**src/rtl/irq_line_conditioner.sv**
```systemverilog
module irq_line_conditioner #(
  parameter int CNT_W = 4,
  parameter logic [7:0] M_EDGE_ONLY = 8'h07,
  parameter logic [7:0] S_EDGE_ONLY = 8'h21
) (
  input  logic        clk,
  input  logic        rst_n,
  input  logic [1:0]  ctl_ready,
  input  logic        ev_valid,
  input  logic [3:0]  ev_line,
  input  logic [1:0]  ev_kind,
  output logic        ev_ready,
  input  logic        reg_sel,
  input  logic        reg_wr,
  input  logic [7:0]  reg_wdata,
  input  logic        reg_rd,
  output logic [7:0]  reg_rdata,
  output logic        cnt_err,
  output logic [15:0] req_set,
  output logic [15:0] req_clr
);
  localparam int NL = 16;
  localparam logic signed [CNT_W-1:0] C_ONE = 1;
  localparam logic signed [CNT_W-1:0] C_MAX = {1'b0, {(CNT_W-1){1'b1}}};
  localparam logic signed [CNT_W-1:0] C_MIN = {1'b1, {(CNT_W-1){1'b0}}};

  logic signed [CNT_W-1:0] cnt [NL];
  logic [7:0] elc_m, elc_s;
  logic       pend;
  logic [3:0] pend_line;

  logic        take, act_go, act_up, lvl;
  logic [3:0]  act_line;
  logic [15:0] lvl_vec;
  logic signed [CNT_W-1:0] c_old, c_new;
  logic        do_set, do_clr;

  assign ev_ready  = !pend;
  assign take      = ev_valid && ev_ready && ev_kind != 2'd3 && ctl_ready[ev_line[3]];
  assign act_go    = pend || take;
  assign act_line  = pend ? pend_line : ev_line;
  assign act_up    = !pend && (ev_kind == 2'd0 || ev_kind == 2'd2);
  assign lvl_vec   = {elc_s, elc_m};
  assign lvl       = lvl_vec[act_line];
  assign c_old     = cnt[act_line];
  assign reg_rdata = reg_sel ? elc_s : elc_m;

  always_comb begin
    if (act_up) c_new = (c_old == C_MAX) ? c_old : c_old + C_ONE;
    else        c_new = (c_old == C_MIN) ? c_old : c_old - C_ONE;
  end

  assign do_set = act_go && ((c_old == 0 && c_new == C_ONE) || (c_new > 0 && lvl));
  assign do_clr = act_go && !do_set && c_old == C_ONE && c_new == 0 && lvl;

  always_ff @(posedge clk or negedge rst_n) begin
    if (!rst_n) begin
      for (int i = 0; i < NL; i++) cnt[i] <= '0;
      pend      <= 1'b0;
      pend_line <= '0;
      req_set   <= '0;
      req_clr   <= '0;
      cnt_err   <= 1'b0;
    end else begin
      pend      <= take && ev_kind == 2'd2;
      pend_line <= ev_line;
      if (act_go) cnt[act_line] <= c_new;
      req_set <= do_set ? (16'd1 << act_line) : 16'd0;
      req_clr <= do_clr ? (16'd1 << act_line) : 16'd0;
      if (act_go && c_new < 0) cnt_err <= 1'b1;
      else if (reg_rd)         cnt_err <= 1'b0;
    end
  end

  always_ff @(posedge clk or negedge rst_n) begin
    if (!rst_n) begin
      elc_m <= '0;
      elc_s <= '0;
    end else if (reg_wr) begin
      if (reg_sel) elc_s <= reg_wdata & ~S_EDGE_ONLY;
      else         elc_m <= reg_wdata & ~M_EDGE_ONLY;
    end
  end
endmodule

```
**config.mk**
```make
export PLATFORM = sky130hd
export DESIGN_NAME = irq_line_conditioner
export DESIGN_NICKNAME = d
export VERILOG_FILES = /design/src/rtl/irq_line_conditioner.sv
export SDC_FILE = /design/constraint.sdc
export NUM_CORES = 1
export LEC_CHECK = 0
export BUFFER_PORTS_ARGS = -buffer_cell sky130_fd_sc_hd__buf_2
export CORE_MARGIN = 2
export CORE_UTILIZATION = 45
export CTS_CLUSTER_SIZE = 24
export DETAILED_ROUTE_END_ITERATION = 6
export SLEW_MARGIN = 25
export SYNTH_ARGS = -nofsm -noshare
export SYNTH_HDL_FRONTEND = slang
export SYNTH_SLANG_ARGS = --single-unit
export TNS_END_PERCENT = 10
```
**constraint.sdc**
```tcl
create_clock -name clk -period 10 [get_ports clk]
set_clock_uncertainty 0.2 [all_clocks]
set_input_delay 0 -clock clk [delete_from_list [all_inputs] [get_ports clk]]
set_output_delay 0 -clock clk [all_outputs]
set_load 0.01 [all_outputs]
```
==> impl_metrics.py <==
metrics = {
    "outcome": {
        "status": "finished with violations",
        "violations": "hold timing",
    },
    "clock_tree": {
        "cts_tree": "built",
        "cts.htree.levels": 4,
        "cts_buffers": 17,
        "cts.sinks": 113,
        "clock_latency_ns": 0.42,
        "cts-root-buf": "clkbuf_16",
        "clockBufferDepth": 2,
        "ctsResizeCount": 0,
        "clk_pin_slew_worst_paths_ns": 0.05,
    },
    "critical_path": {
        "path_cells": "nand3b_1 -> a21boi_0 -> o41ai_1 -> nand4_4 -> or4_1 -> o211ai_2 -> o21a_1 -> o22ai_1 -> dlygate4sd3_1",
        "startpoint_type": "flip-flop",
        "path_max_fanout": 28,
        "crit_family": "compound AO/OA/AOI/OAI gates",
        "cp_num_buf_inv": 1,
        "critical_path_class": "reg -> reg",
        "required_ns": 10.09,
        "critical_path.slowest_cell": "dfrtp_1",
        "worst_setup_path_end_kind": "flip-flop",
        "timing.critical_path.slowest_cell_delay_ns": 0.84,
        "worst_ep_arrival_time_ns": 5.22,
    },
    "power_and_ir_drop": {
        "vdd_drop_max_mv": 0.114,
        "powerDensity_nw_per_um2": 240,
        "power_leakage_uw": 0.00291,
    },
    "routing": {
        "antenna_left": 0,
        "wl_per_cell_um": 18.7,
        "num_vias": 3987,
        "wl_um": 13200,
        "drc": 0,
        "drt_iter0_drc": 255,
        "via_per_inst": 5.63,
        "first_pass_iters": 4,
    },
    "die": {
        "die_x_um": 115,
        "fp-row-count": 40,
        "die_height_um": 115,
        "dieArea_um2": 13300,
        "ios": 64,
        "initial_core_util_pct": 46.3,
        "core_area_um2": 12000,
    },
    "global_route": {
        "grt_pass1_wl_um": 21100,
        "grt_antenna_before_repair": 0,
        "grt_overflow_total": 0,
        "grt_pass1_vias": 3965,
        "grt_max_degree": 65,
        "track_usage_pct": 21.2,
    },
    "worst_hold_path": {
        "min_path_type": "in -> async",
    },
    "placement": {
        "io_buffers": 61,
        "gp_congestion": 0.824,
        "placed_area_um2": 5870,
        "post-dp-hpwl_um": 8630,
        "pre_cts_ws_ns": 4.71,
    },
    "sta": {
        "period_needed_ns": 5.13,
        "maxSlewViolCount": 0,
        "finalWorstSetupSlack_ns": 4.87,
        "whs_ns": -0.0390,
        "grt_setup_unrepaired": "false",
        "fmax_ghz": 0.195,
        "setup_viol": 0,
        "relSlewSlack_pct": 34.3,
        "setup_tns_ns": 0,
        "tightest_slew_ns": 0.986,
        "fin_crit_sh_pct": 51.3,
        "hold_viol": 29,
    },
    "flow_run": {
        "max_cap_violations": 0,
    },
    "yosys": {
        "ys_async_sr_fraction_pct": 100,
        "synth_enable_flop_cells": 0,
        "yosysWarningCount": 0,
        "netlist_area_um2": 5560,
        "ys_seq_area_share_pct": 50.9,
        "syn_inst": 467,
        "synth_top_flop_cell": "dfrtp_1",
        "ys_types": 66,
        "postSynthRegisterBits": 113,
        "synth_area_per_cell_um2": 11.9,
    },
    "final_layout": {
        "area_growth_pct": 19.2,
        "antennaDiodeCount": 0,
        "final_cell_area_um2": 6620,
        "layout.nets": 575,
        "drive_gt1_share_pct": 32.8,
        "final_util_pct": 55.1,
    },
}
## repair_timing
action,in CTS,in global routing
setup buffers,0,0
hold buffers,21,0
hold endpoints to repair,67,0
## registers in the layout, summed over array words and instances (netlist names)
name / flops
cnt: 64
req_clr: 16
req_set: 16
elc_s: 6
elc_m: 5
pend_line: 4
cnt_err: 1
pend: 1
## worst paths after layout
check	depth (start not counted)	startpoint	slack, ns	endpoint
max in group asynchronous	3	rst_n	8.36	cnt[8]
worst min register to register	1	cnt[3]	0.29	cnt[3]
worst min-delay path	2	rst_n	-0.04	pend
min in group clk	3	reg_sel	0.02	elc_m[4]
worst max-delay path	9	pend	4.87	cnt_err
worst max register to register	9	pend	4.87	cnt_err
## kinds of logic (layout without fill, tap and decap cells)
logic type / Yosys count / count (layout) / synth area share, %
compound gates: 107 / 107 / 15.0
fa+ha+maj: 3 / 3 / 0.676
buf+inv: 38 / 127 / 4.50
flops: 113 / 113 / 50.9
mux: 72 / 72 / 15.8
other cells: 1 / 6 / 0.0675
simple gates: 133 / 133 / 13.1
## through the flow
stage          total power (uW)  std cells  hold WS, ns
2_1_floorplan               951        472       -0.496
3_3_place_gp               1030        656       -0.125
3_5_place_dp               1050        656       -0.118
4_1_cts                    1590        707      0.00215
5_1_grt                    1670        708       0.0372
6_report                   1590        708      -0.0390
## where the power goes
part | total, uW | switching, uW | leakage [uW] | internal (uW)
combinational | 423 | 228 | 0.00124 | 195
sequential | 634 | 58.6 | 0.00141 | 575
clock | 535 | 198 | 0.000261 | 337
## synth_stat cells, types with 7 or more instances
master	n	area [um^2]
dfrtp_1	113	2830
mux2_2	60	676
nor2_1	50	188
a21boi_0	34	255
nand2_1	27	101
o21a_1	17	128
inv_1	13	48.8
nand2_2	10	62.6
a21oi_1	9	45.0
o41ai_1	9	78.8
o21ai_0	7	35.0
## cell usage in the layout, fill, tap and decap left out, types with 4 or more instances in the layout
cell type and count:
o21a_1 17, nand2_2 10, mux2_2 60, o41ai_1 9, a21boi_0 34, nor2_1 49
o2bb2ai_1 4, a21oi_1 9, mux4_2 6, nor2b_1 5, buf_2 60, dlygate4sd3_1 21
nand2b_1 4, clkbuf_16 17, o21ai_0 7, nand2_1 27, clkbuf_8 4, mux2i_1 5
and2_1 6, clkinv_2 5, conb_1 6, dfrtp_1 113, inv_1 13
## cell type report
type / instances / area (um^2)
Fill cell: 1064 / 5390
Timing Repair Buffer: 84 / 537
Clock inverter: 6 / 32.5
Inverter: 13 / 48.8
Clock buffer: 24 / 492
Multi-Input combinational cell: 321 / 2500
Tap cell: 147 / 184
Sequential cell: 113 / 2830
## per-layer routing
| metal | GRT usage (%) | part of all wire (%) |
|---|---|---|
| met1 | 27.9 | 45 |
| met5 | 0 | 0 |
| met4 | 9.72 | 2.5 |
| met2 | 33.0 | 48 |
| met3 | 5.43 | 5.4 |
No activity file was read; power rests on OpenSTA's default activity.
